--- config.mk ---
export PLATFORM = sky130hd
export DESIGN_NAME = flash_sector_decoder
export DESIGN_NICKNAME = d
export VERILOG_FILES = /design/src/rtl/flash_dec_pkg.sv /design/src/rtl/addr_regfile.sv /design/src/rtl/blk_field_ext.sv /design/src/rtl/sector_calc.sv /design/src/rtl/buf_decode.sv /design/src/rtl/flash_sector_decoder.sv
export SDC_FILE = /design/constraint.sdc
export NUM_CORES = 1
export LEC_CHECK = 0
export ABC_AREA = 1
export BUFFER_PORTS_ARGS = -buffer_cell sky130_fd_sc_hd__buf_4
export CAP_MARGIN = 10
export CORE_MARGIN = 2
export CORE_UTILIZATION = 40
export DETAILED_ROUTE_END_ITERATION = 10
export GPL_ROUTABILITY_DRIVEN = 0
export PLACE_DENSITY = 0.58
export SYNTH_ARGS = -nofsm -noshare
export SYNTH_HDL_FRONTEND = slang
export SYNTH_HIERARCHICAL = 1
export SYNTH_SLANG_ARGS = --single-unit
export TNS_END_PERCENT = 50
--- constraint.sdc ---
create_clock -name clk -period 3.5 [get_ports clk]
set_input_delay 0.35 -clock clk [delete_from_list [all_inputs] [get_ports clk]]
set_output_delay 0.35 -clock clk [all_outputs]
set_load 0.05 [all_outputs]
--- src/rtl/flash_dec_pkg.sv ---
package flash_dec_pkg;
  localparam int REG_W      = 16;
  localparam int IDX_W      = 4;
  localparam int N_ADDR     = 8;
  localparam int BUF_IDX    = 8;
  localparam int SRC_BLK    = 0;
  localparam int SRC_PAGE   = 7;
  localparam int DST_BLK    = 2;
  localparam int DST_PAGE   = 3;
  localparam int DENS_BIT   = 15;

  typedef struct packed {
    logic       is_data;
    logic       bank;
    logic [1:0] offset;
  } buf_sel_t;
endpackage

--- src/rtl/addr_regfile.sv ---
module addr_regfile
  import flash_dec_pkg::*;
(
  input  logic             clk,
  input  logic             rst_n,
  input  logic             wr_en,
  input  logic [IDX_W-1:0] wr_idx,
  input  logic [REG_W-1:0] wr_data,
  input  logic [IDX_W-1:0] rd_idx,
  output logic [REG_W-1:0] rd_data,
  output logic [REG_W-1:0] src_blk_q,
  output logic [REG_W-1:0] src_page_q,
  output logic [REG_W-1:0] dst_blk_q,
  output logic [REG_W-1:0] dst_page_q,
  output logic [3:0]       bufaddr_q,
  output logic [1:0]       cnt_code_q
);
  logic [REG_W-1:0] areg [N_ADDR];

  generate
    for (genvar g = 0; g < N_ADDR; g++) begin : g_areg
      always_ff @(posedge clk) begin
        if (!rst_n)
          areg[g] <= '0;
        else if (wr_en && wr_idx == IDX_W'(g))
          areg[g] <= wr_data;
      end
    end
  endgenerate

  always_ff @(posedge clk) begin
    if (!rst_n) begin
      bufaddr_q  <= 4'd0;
      cnt_code_q <= 2'd1;
    end else if (wr_en && wr_idx == IDX_W'(BUF_IDX)) begin
      bufaddr_q  <= wr_data[11:8];
      cnt_code_q <= wr_data[1:0];
    end
  end

  logic [2:0] cnt_m1;
  always_comb begin
    cnt_m1 = (cnt_code_q == 2'd0) ? 3'd3 : {1'b0, cnt_code_q} - 3'd1;
  end

  always_comb begin
    rd_data = '0;
    if (rd_idx < IDX_W'(N_ADDR))
      rd_data = areg[rd_idx[2:0]];
    else if (rd_idx == IDX_W'(BUF_IDX))
      rd_data = {4'd0, bufaddr_q, 6'd0, cnt_m1[1] , 1'b0};
  end

  assign src_blk_q  = areg[SRC_BLK];
  assign src_page_q = areg[SRC_PAGE];
  assign dst_blk_q  = areg[DST_BLK];
  assign dst_page_q = areg[DST_PAGE];

  // a write lands in the addressed register
  p_addr_write_r2: assert property (@(posedge clk) disable iff (!rst_n)
    (wr_en && wr_idx < IDX_W'(N_ADDR)) |=> areg[$past(wr_idx[2:0])] == $past(wr_data));

  // count code follows the start-buffer write
  p_count_write_r6: assert property (@(posedge clk) disable iff (!rst_n)
    (wr_en && wr_idx == IDX_W'(BUF_IDX)) |=> cnt_code_q == $past(wr_data[1:0]));

  // unmapped indices leave all state alone
  p_unmapped_r10: assert property (@(posedge clk) disable iff (!rst_n)
    (wr_en && wr_idx > IDX_W'(BUF_IDX)) |=>
      $stable(bufaddr_q) && $stable(cnt_code_q) && $stable(src_blk_q) && $stable(dst_page_q));

  // no strobe, no change
  p_idle_hold_r11: assert property (@(posedge clk) disable iff (!rst_n)
    !wr_en |=> $stable(bufaddr_q) && $stable(cnt_code_q) && $stable(src_page_q) && $stable(dst_blk_q));
endmodule

--- src/rtl/blk_field_ext.sv ---
module blk_field_ext
  import flash_dec_pkg::*;
#(
  parameter int               BLK_W        = 12,
  parameter logic [BLK_W-1:0] DENSITY_MASK = '0
) (
  input  logic [REG_W-1:0] blk_reg,
  output logic [BLK_W-1:0] blk_field
);
  logic unused_hi;
  assign unused_hi = &{1'b0, blk_reg[DENS_BIT-1:BLK_W]};

  always_comb begin
    blk_field = blk_reg[BLK_W-1:0];
    if (blk_reg[DENS_BIT])
      blk_field = blk_field | DENSITY_MASK;
  end
endmodule

--- src/rtl/sector_calc.sv ---
module sector_calc
  import flash_dec_pkg::*;
#(
  parameter int               BLK_W        = 12,
  parameter int               PG_W         = 6,
  parameter int               SUB_W        = 2,
  parameter logic [BLK_W-1:0] DENSITY_MASK = '0,
  localparam int              SEC_W        = BLK_W + PG_W + SUB_W
) (
  input  logic [REG_W-1:0] blk_reg,
  input  logic [REG_W-1:0] page_reg,
  output logic [SEC_W-1:0] sector
);
  localparam int LOW_W = PG_W + SUB_W;

  logic [BLK_W-1:0] fld;
  logic             unused_pg;

  blk_field_ext #(.BLK_W(BLK_W), .DENSITY_MASK(DENSITY_MASK)) u_fld (
    .blk_reg  (blk_reg),
    .blk_field(fld)
  );

  assign unused_pg = &{1'b0, page_reg[REG_W-1:LOW_W]};
  assign sector    = {fld, page_reg[LOW_W-1:0]};
endmodule

--- src/rtl/buf_decode.sv ---
module buf_decode
  import flash_dec_pkg::*;
(
  input  logic [3:0] bufaddr,
  input  logic [1:0] cnt_code,
  output buf_sel_t   sel,
  output logic [2:0] count
);
  always_comb begin
    sel.is_data = bufaddr[3];
    sel.bank    = bufaddr[2];
    sel.offset  = bufaddr[1:0];
    count       = (cnt_code == 2'd0) ? 3'd4 : {1'b0, cnt_code};
  end

  always_comb begin
    if (count != 3'd0)
      p_count_nonzero_r6: assert (count <= 3'd4);
  end
endmodule

--- src/rtl/flash_sector_decoder.sv ---
module flash_sector_decoder
  import flash_dec_pkg::*;
#(
  parameter int                BLK_W        = 12,
  parameter logic [BLK_W-1:0]  DENSITY_MASK = 12'h400,
  localparam int               PG_W         = 6,
  localparam int               SUB_W        = 2,
  localparam int               SEC_W        = BLK_W + PG_W + SUB_W
) (
  input  logic             clk,
  input  logic             rst_n,
  input  logic             wr_en,
  input  logic [3:0]       wr_idx,
  input  logic [15:0]      wr_data,
  input  logic [3:0]       rd_idx,
  output logic [15:0]      rd_data,
  output logic [SEC_W-1:0] src_sector,
  output logic [SEC_W-1:0] dst_sector,
  output logic [SEC_W-1:0] erase_sector,
  output logic [2:0]       sec_count,
  output logic             buf_is_data,
  output logic             buf_bank,
  output logic [1:0]       buf_offset
);
  logic [REG_W-1:0] blk_r [2];
  logic [REG_W-1:0] pg_r  [2];
  logic [SEC_W-1:0] sec_r [2];
  logic [3:0]       bufaddr;
  logic [1:0]       cnt_code;
  logic [BLK_W-1:0] erase_fld;
  buf_sel_t         sel;

  addr_regfile u_regs (
    .clk       (clk),
    .rst_n     (rst_n),
    .wr_en     (wr_en),
    .wr_idx    (wr_idx),
    .wr_data   (wr_data),
    .rd_idx    (rd_idx),
    .rd_data   (rd_data),
    .src_blk_q (blk_r[0]),
    .src_page_q(pg_r[0]),
    .dst_blk_q (blk_r[1]),
    .dst_page_q(pg_r[1]),
    .bufaddr_q (bufaddr),
    .cnt_code_q(cnt_code)
  );

  generate
    for (genvar p = 0; p < 2; p++) begin : g_sec
      sector_calc #(
        .BLK_W(BLK_W), .PG_W(PG_W), .SUB_W(SUB_W), .DENSITY_MASK(DENSITY_MASK)
      ) u_calc (
        .blk_reg (blk_r[p]),
        .page_reg(pg_r[p]),
        .sector  (sec_r[p])
      );
    end
  endgenerate

  blk_field_ext #(.BLK_W(BLK_W), .DENSITY_MASK(DENSITY_MASK)) u_erase_fld (
    .blk_reg  (blk_r[0]),
    .blk_field(erase_fld)
  );

  buf_decode u_buf (
    .bufaddr (bufaddr),
    .cnt_code(cnt_code),
    .sel     (sel),
    .count   (sec_count)
  );

  assign src_sector   = sec_r[0];
  assign dst_sector   = sec_r[1];
  assign erase_sector = {erase_fld, {(PG_W + SUB_W){1'b0}}};
  assign buf_is_data  = sel.is_data;
  assign buf_bank     = sel.bank;
  assign buf_offset   = sel.offset;

  // decoded outputs hold while no write is strobed
  p_outputs_hold_r11: assert property (@(posedge clk) disable iff (!rst_n)
    !wr_en |=> $stable(src_sector) && $stable(dst_sector) && $stable(erase_sector)
               && $stable(sec_count) && $stable(buf_offset));

  // erase start tracks the source block with the page ignored
  p_erase_page_free_r9: assert property (@(posedge clk) disable iff (!rst_n)
    (wr_en && wr_idx == 4'd7) |=> $stable(erase_sector));
endmodule

# After elaboration in Yosys (flattened, before gate mapping)
# Memories as Yosys holds them, arrays and structs flattened.
# Cells that the tools add are included.
# classes
n_addsub,1
n_mul,0
n_div,0
magnitude_cmp,1
n_eq_ne,9
shift,0
n_mux,39
n_bitwise,8
reduce_logical,11
# ops
operator,count
16-bit 2-to-1 mux,9
1-bit 2-to-1 mux,25
11-bit 2-to-1 mux,2
4-bit by 3-bit equality test with 1-bit output (second input constant),4
12-bit 2-to-1 mux,1
1-bit logical AND,9
4-bit by 2-bit equality test with 1-bit output (second input constant),2
4-bit equality test (second input constant),2
1-bit OR,8
4-bit by 1-bit equality test with 1-bit output (second input constant),1
4-bit zero test,1
4-bit < comparator (second input constant),1
3-bit 2-to-1 mux,1
2-bit zero test,1
2-bit 2-to-1 mux,1
2-bit by 1-bit subtractor with 2-bit output (second input constant),1
# totals
reg_bits,6
latchBits,0
mem_bits_rw,128
romBits,0
inputBits,27
output_inout_bits,83
word_cells,72
n_memories,1
# mem_list
name,depth,width,rd,rd_ports_with_merged_regs,wr,line_no,source
u_regs.areg,8,16,5,0,8,addr_regfile.sv:18,logic [REG_W-1:0] areg [N_ADDR];

# Depth between registers and ports, before layout
# Gate-level depths: netlist (run 1).
# depth
ltp_word,6
mapped_depth,9
mapped_depth_nobuf,7

# Modules after synthesis
# Netlist (run 1), hierarchy kept.
# modules_own_cells
mod,n_inst,cells_each,area_each_um2,seq_area_each_um2
addr_regfile,1,715,6386.1,3963.8
blk_field_ext,3,14,93.8,0.0
sector_calc,2,8,60.1,0.0
flash_sector_decoder,1,9,63.8,0.0
buf_decode,1,7,41.3,0.0

# Worst setup path before layout (run 1)
# Ideal clock, no wire load.
# synth_path
path_kind,input port to output port
from,in rd_idx[0]
to,out rd_data[6]
arrival_time_ns,1.661
required_time_ns,3.150
path_slack_ns,1.489
path_stages,7
n_path_buf,2
path_cell_list,buf_2 inv_2 clkbuf_1 o21ai_0 nand3_1 nand2_1 nor2_1
# synth_via
elab_chain_len,2
elab_cells_between_ends,3
classes_between,order compare (1); mux (1); memory (1)
# synth_lines
element,line_no,source
from (decl),flash_sector_decoder.sv:15,"input logic [3:0] rd_idx,"
memory read 8 x 16 bit / 4-bit < comparator (equally long branches),n/a,
16-bit 2-to-1 mux (*),addr_regfile.sv:48,if (rd_idx < IDX_W'(N_ADDR))
to (decl),flash_sector_decoder.sv:16,"output logic [15:0] rd_data,"
# Every way passes the cells marked *; elsewhere a longest branch is shown, timed or not.

# Worst setup path after layout (run 1)
# layout_path
from,in rd_idx[1]
to,out rd_data[2]
# The elaborated chain is that of the path after synthesis.

==> out/metrics.json, run 1 <==
{
  "floorplan": {
    "die_area_um2": 18300,
    "ios": 110,
    "die_boundary_width_um": 135,
    "core_region_area_um2": 16700,
    "initial_core_util_pct": 41.3,
    "num_rows": 47,
    "die-height_um": 135
  },
  "clock_network": {
    "clk_pin_slew_worst_setup_hold_paths_ps": 60,
    "clock_tree.htree_level_count": 4,
    "ctsLongestPathBuffers": 2,
    "numClockSinks": 134,
    "clock-root-buffer": "clkbuf_16",
    "clk-insertion-delay-late_ps": 410,
    "tritoncts": "done",
    "postCtsResizedCells": 0,
    "cts_hold_repair.buffers": 0,
    "cts_setup_buffers": 0,
    "tritoncts.num_buffers": 17
  },
  "power_and_ir_drop": {
    "pwr-share-comb_pct": 14.6,
    "share_seq_of_total_power_pct": 45.3,
    "p_switching_mw": 1.11,
    "power_report.internal_total_mw": 3.06,
    "p_leak_nw": 3.53,
    "power.clock.fraction_pct": 40.1,
    "power.ir.vdd_worst_mv": 0.359,
    "power.share.switching_pct": 26.7,
    "power.density_nw_per_um2": 531
  },
  "sta": {
    "hold_violations": 0,
    "fin_tns_setup_ps": 0,
    "setup-violations-final": 0,
    "max_clock_freq_mhz": 391,
    "finalCritPeriodShare_pct": 73.0,
    "rsz_0062_raised_after_global_routing": "no",
    "drv_slew": 0,
    "tightestPinTransition_ps": 1090,
    "slew_headroom_pct": 27.0,
    "clock_skew_ps": 0,
    "fin_crit_ps": 2560
  },
  "critical_path": {
    "r2r_cells": 2,
    "timing.reg2reg.setup_slack_ps": 2800,
    "critical_path_class": "input port to output port",
    "cp_launch_type": "input port",
    "crit_required_ps": 3150,
    "reg2reg_from": "u_regs/cnt_code_q[1]$_SDFFE_PN0P_",
    "worst_setup_ep_type": "output port",
    "critical_path_fanout_max": 36,
    "critical_path_arrival_ps": 2210,
    "critical_path.reg2reg.endpoint": "u_regs/cnt_code_q[1]$_SDFFE_PN0P_",
    "timing.critical_path.from": "rd_idx[1]"
  },
  "yosys": {
    "syn_inst": 789,
    "ys_async_sr_fraction_pct": 0,
    "yosys.cell_count.top_type": "nor2_1",
    "netlist_area_um2": 6890,
    "synth_cell_types": 22,
    "synthDominantCellAreaShare_pct": 55.8,
    "yosysTopAreaCell": "edfxtp_1",
    "ys_top_cells_by_area": "edfxtp_1, nor2_1, nand2_1",
    "syn_avg_cell_area_um2": 8.74,
    "synth-seq-area-share_pct": 57.5,
    "ys.flop_type": "edfxtp_1",
    "yosys-top-cells-count": "nor2_1, nand2_1, edfxtp_1",
    "synth-seq-cells": 134,
    "synth-warning-count": 6,
    "number_of_enable_type_register_cells_in_the_synthesized_netlist": 128
  },
  "global_routing": {
    "grt_pass1_wl_um": 26700,
    "antenna_violations_before_repair": 0,
    "grt_start_max_net_pins": 57,
    "grt_usage_pct": 19.9,
    "grt_overflow": 0,
    "first_global_vias": 4801
  },
  "hold_path": {
    "min-delay-path-class": "input port to flop",
    "hold_path_depth": 3,
    "hold-path-endpoint": "u_regs/cnt_code_q[0]$_SDFFE_PN1P_",
    "min_from": "wr_data[0]"
  },
  "run_status": {
    "status": "complete, no violations"
  },
  "drt": {
    "detail_route.wirelength_um": 17500,
    "detail_route.wl_per_cell_um": 16.6,
    "route.detailed.drc": 0,
    "num_vias": 5057,
    "detail-route-antenna-nets": 0,
    "viasPerCell": 4.80,
    "drt-initial-drc-count": 403,
    "drtPass1Iterations": 5
  },
  "finish": {
    "area_growth_syn_to_layout_pct": 14.0,
    "drive_above_1_share_pct": 16.3,
    "layout.cell_area.non_filler_um2": 7860,
    "antennaDiodeCount": 0,
    "layout.nets": 847
  },
  "place": {
    "detailed_placer_s_ending_hpwl_um": 10700,
    "post_dp_cell_area_um2": 7300,
    "placement.io_buffers": 101
  },
  "run": {
    "max-cap-violations": 0
  }
}
-- cells in the final DEF, fill, tap and decap left out, drive strengths merged, types with 2 or more instances in the layout --
master / instances
nor2: 218
nand2: 147
edfxtp: 128
buf: 104
inv: 85
nand3: 59
o21ai: 28
clkbuf: 28
conb: 8
clkinv: 8
dfxtp: 6
a21oi: 5
o211ai: 4
or2: 2
-- through the flow --
stage                     cells  utilization [%]  power, mW  hold slack (ps)  setup WS (ps)
after detailed placement   1021             43.7       2.53              520            943
after global placement     1021             43.7       2.53              528            957
after global routing       1053             47.0       4.32              163            715
after CTS                  1053             47.0       4.21              146            938
final                      1053             47.0       4.17              161            945
after floorplan             796                -       2.39              480           1490
-- cell type report --
cell class,count,area [µm²]
Fill cell,1658,8840
Clock buffer,28,507
Multi-Input combinational cell,472,1940
Timing Repair Buffer,104,781
Clock inverter,4,47.5
Inverter,91,342
Sequential cell,134,3960
Tap cell,220,275
-- power groups by stage --
stage | clock, mW | combinational, mW | sequential, mW
2_1_floorplan | 0 | 0.485 | 1.91
3_3_place_gp | 0 | 0.611 | 1.92
3_5_place_dp | 0 | 0.612 | 1.92
4_1_cts | 1.70 | 0.614 | 1.89
5_1_grt | 1.76 | 0.656 | 1.90
6_report | 1.67 | 0.610 | 1.89
-- kinds of logic (layout without fill, tap and decap cells) --
family,count (synthesis),in the layout,synth area share (%)
buffers and inverters,190,227,14.7
other,1,8,0.0544
and+or+nand+nor,427,427,24.9
AOI/OAI and AO/OA,37,37,2.83
DFF,134,134,57.5
-- critical path, cell delays in order --
cell     delay [ps]
buf_4           390
inv_1           610
nor2_1          260
o21ai_0         100
nand2_1         100
nor2_1           50
nor2_1          120
buf_4           210
-- layer usage --
layer	up-vias	track usage, %	routed length [µm]
met5	-	0	0
met2	190	31.5	8050
met4	0	7.93	381
met3	28	3.97	1080
met1	2363	27.1	7940
li1	2476	-	-
-- how the worst max path moves through the flow --
stage | to | slack (ps) | cells after the start
4_1_cts | rd_data[2] | 940 | 8
3_3_place_gp | rd_data[0] | 960 | 7
3_5_place_dp | rd_data[10] | 940 | 7
6_report | rd_data[2] | 940 | 8
5_1_grt | rd_data[2] | 720 | 8
2_1_floorplan | rd_data[6] | 1490 | 7
-- registers in the layout (all words and copies together) (netlist names) --
name / count
u_regs/areg: 128
u_regs/bufaddr_q: 4
u_regs/cnt_code_q: 2
Note: power is estimated with default switching activity, not from simulation.
==> run 2: changes to the inputs <==
==> constraint.sdc (replaced) <==
create_clock -name clk -period 2.7 [get_ports clk]
set_input_delay 0.27 -clock clk [delete_from_list [all_inputs] [get_ports clk]]
set_output_delay 0.27 -clock clk [all_outputs]
set_load 0.05 [all_outputs]
==> run 2 against run 1 <==
Against the previous run:
- combinational power grew 33%
- via count grew 2.2%
- first-iteration DRC count grew 6.2%
- critical path type unchanged
==> out/metrics.json, run 2 (synthesis gave the netlist of run 1 again) <==
{
  "power_and_ir_drop": {
    "share_seq_of_total_power": {"value": 41.1, "unit": "%", "change": "-4.2 points"},
    "power_report.internal_total": {"value": 4.45, "unit": "mW", "change": "+46%"},
    "p_switching": {"value": 1.51, "unit": "mW", "change": "+35%"},
    "power.ir.vdd_worst": {"value": 0.506, "unit": "mV", "change": "+41%"},
    "totalPowerFinal": {"value": 5.96, "unit": "mW", "change": "+43%"},
    "power.share.switching": {"value": 25.3, "unit": "%", "change": "-1.4 points"},
    "pwr-share-comb": {"value": 13.6, "unit": "%", "change": "-1.0 points"},
    "power.clock.fraction": {"value": 45.3, "unit": "%", "change": "+5.2 points"},
    "p_leak": {"value": 3.68, "unit": "nW", "change": "+4.1%"},
    "power.density": {"value": 734, "unit": "nW/µm²", "change": "+38%"}
  },
  "sta": {
    "clock_skew": {"value": 0, "unit": "ps", "change": "unchanged"},
    "setup-violations-final": {"value": 0, "change": "unchanged"},
    "drv_slew": {"value": 0, "change": "unchanged"},
    "slew_headroom": {"value": 39.8, "unit": "%", "change": "+13 points"},
    "hold_violations": {"value": 0, "change": "unchanged"},
    "tightestPinTransition": {"value": 900, "unit": "ps", "change": "-192 ps"},
    "holdWs": {"value": 113, "unit": "ps", "change": "-47.5 ps"},
    "fin_tns_setup": {"value": 0, "unit": "ps", "change": "unchanged"},
    "fin_crit_ps": 1990,
    "max_clock_freq_mhz": 502,
    "rsz_0062_raised_after_global_routing": "no",
    "finalCritPeriodShare_pct": 73.9
  },
  "clock_network": {
    "tritoncts.num_buffers": {"value": 17, "change": "unchanged"},
    "ctsLongestPathBuffers": {"value": 2, "change": "unchanged"},
    "tritoncts": "done",
    "numClockSinks": {"value": 134, "change": "unchanged"},
    "cts_setup_buffers": {"value": 0, "change": "unchanged"},
    "cts_hold_repair.buffers": {"value": 0, "change": "unchanged"},
    "clock-root-buffer": "clkbuf_16",
    "clk_pin_slew_worst_setup_hold_paths": {"value": 60, "unit": "ps", "change": "about the same"},
    "clock_tree.htree_level_count": {"value": 4, "change": "unchanged"},
    "clk-insertion-delay-late": {"value": 410, "unit": "ps", "change": "about the same"},
    "postCtsResizedCells": {"value": 0, "change": "unchanged"}
  },
  "critical_path": {
    "critical_path.reg2reg.endpoint": "u_regs/cnt_code_q[1]$_SDFFE_PN0P_",
    "critPathCapture": "rd_data[12]",
    "reg2reg_from": "u_regs/cnt_code_q[1]$_SDFFE_PN0P_",
    "worst_setup_ep_type": "output port",
    "critical_path_arrival": {"value": 1720, "unit": "ps", "change": "-490 ps"},
    "cp_launch_type": "input port",
    "r2r_cells": {"value": 2, "change": "unchanged"},
    "crit_required": {"value": 2430, "unit": "ps", "change": "-720 ps"},
    "timing.critical_path.from": "rd_idx[1]",
    "critical_path_class": "input port to output port",
    "critical_path_fanout_max": {"value": 36, "change": "unchanged"},
    "timing.reg2reg.setup_slack": {"value": 2010, "unit": "ps", "change": "-790 ps"}
  },
  "place": {
    "placement.io_buffers": {"value": 101, "change": "unchanged"},
    "detailed_placer_s_ending_hpwl": {"value": 11500, "unit": "µm", "change": "+7.7%"}
  },
  "global_routing": {
    "grt_overflow": {"value": 0, "change": "unchanged"},
    "first_global_vias": {"value": 4932, "change": "+2.7%"},
    "grt_start_max_net_pins": {"value": 37, "change": "-35%"},
    "antenna_violations_before_repair": {"value": 0, "change": "unchanged"},
    "grt_usage": {"value": 20.5, "unit": "%", "change": "+0.54 points"},
    "grt_pass1_wl": {"value": 27700, "unit": "µm", "change": "+3.6%"}
  },
  "finish": {
    "layout.cells.most_common_list": "nor2_1, nand2_1, edfxtp_1",
    "drive_above_1_share": {"value": 18.8, "unit": "%", "change": "+2.5 points"},
    "finalCoreUtilization": {"value": 48.6, "unit": "%", "change": "+1.6 points"},
    "layout_commonest_cell": "nor2_1",
    "number_of_flip_flops_under_the_largest_register_name": {"value": 128, "change": "unchanged"},
    "area_growth_syn_to_layout_pct": 17.9,
    "multiInputGateArea": {"value": 1940, "unit": "µm²", "change": "unchanged"},
    "antennaDiodeCount": {"value": 0, "change": "unchanged"},
    "final.fill_count": {"value": 1615, "change": "-2.6%"},
    "max_flop_register": "u_regs/areg",
    "reg.largest.list": "u_regs/areg x128, u_regs/bufaddr_q x4, u_regs/cnt_code_q x2",
    "seqCellArea": {"value": 3960, "unit": "µm²", "change": "unchanged"},
    "layout.nets": {"value": 864, "change": "+2.0%"}
  },
  "drt": {
    "detail-route-antenna-nets": {"value": 0, "change": "unchanged"},
    "route.detailed.drc": {"value": 0, "change": "unchanged"},
    "detail_route.wl_per_cell": {"value": 16.9, "unit": "µm", "change": "+2.0%"},
    "num_vias": {"value": 5170, "change": "+2.2%"},
    "detail_route.wirelength": {"value": 18100, "unit": "µm", "change": "+3.6%"},
    "drtPass1Iterations": {"value": 6, "change": "+1"},
    "drt-initial-drc-count": {"value": 428, "change": "+6.2%"},
    "viasPerCell": {"value": 4.83, "change": "+0.61%"}
  },
  "floorplan": {
    "core_region_area": {"value": 16700, "unit": "µm²", "change": "unchanged"},
    "die_boundary_width": {"value": 135, "unit": "µm", "change": "unchanged"},
    "ios": {"value": 110, "change": "unchanged"},
    "die-height": {"value": 135, "unit": "µm", "change": "unchanged"},
    "initial_core_util": {"value": 41.3, "unit": "%", "change": "unchanged"},
    "die_area": {"value": 18300, "unit": "µm²", "change": "unchanged"},
    "num_rows": {"value": 47, "change": "unchanged"}
  },
  "run_status": {
    "status": "complete, no violations"
  },
  "hold_path": {
    "hold_path_depth": {"value": 3, "change": "unchanged"},
    "min-delay-path-class": "input port to flop"
  },
  "run": {
    "max-cap-violations": {"value": 0, "change": "unchanged"}
  }
}
run 2: layout make-up:
cell class | count | area share, %
Timing Repair Buffer | 121 | 11.2
Multi-Input combinational cell | 472 | 23.9
Clock buffer | 18 | 5.41
Inverter | 91 | 4.20
Tap cell | 220 | 3.39
Sequential cell | 134 | 48.8
Clock inverter | 14 | 3.13
run 2: routing by layer:
layer,routed length [µm],track usage (%),vias to the layer above
li1,-,-,2513
met1,8370,28.0,2461
met2,8360,32.3,172
met3,943,4.12,24
met4,409,7.70,0
met5,0,0,-
run 2: through the flow:
| step | area [µm²] | std cells | worst slack, ps |
|---|---|---|---|
| 3_3_place_gp | 7430 | 1038 | 747 |
| 2_1_floorplan | 6920 | 796 | 849 |
| 3_5_place_dp | 7430 | 1038 | 756 |
| 4_1_cts | 8120 | 1070 | 696 |
| 5_1_grt | 8120 | 1070 | 607 |
| 6_report | 8120 | 1070 | 706 |
run 2: power groups by stage:
| stage | clock network, mW | registers (mW) | logic (mW) |
|---|---|---|---|
| floorplan | 0 | 2.47 | 0.629 |
| global placement | 0 | 2.49 | 0.808 |
| detailed placement | 0 | 2.49 | 0.810 |
| CTS | 2.74 | 2.45 | 0.813 |
| global route | 2.82 | 2.46 | 0.867 |
| finish | 2.70 | 2.45 | 0.810 |
run 2: worst min-delay path by stage:
stage,startpoint,to,slack (ps)
2_1_floorplan,wr_data[0],u_regs/cnt_code_q[0]$_SDFFE_PN1P_,400
3_3_place_gp,wr_data[0],u_regs/cnt_code_q[0]$_SDFFE_PN1P_,520
3_5_place_dp,u_regs/bufaddr_q[0]$_SDFFE_PN0P_,u_regs/bufaddr_q[0]$_SDFFE_PN0P_,530
4_1_cts,wr_data[0],u_regs/cnt_code_q[0]$_SDFFE_PN1P_,90
5_1_grt,wr_data[0],u_regs/cnt_code_q[0]$_SDFFE_PN1P_,90
6_report,wr_data[0],u_regs/cnt_code_q[0]$_SDFFE_PN1P_,110
run 2: worst max-delay path, cell delays in order:
cell and delay (ps):
buf_4 370, inv_1 110, buf_4 230, nor2_1 140, o21ai_0 110, nand2_1 80
nor2_1 40, nor2_1 140, buf_4 220
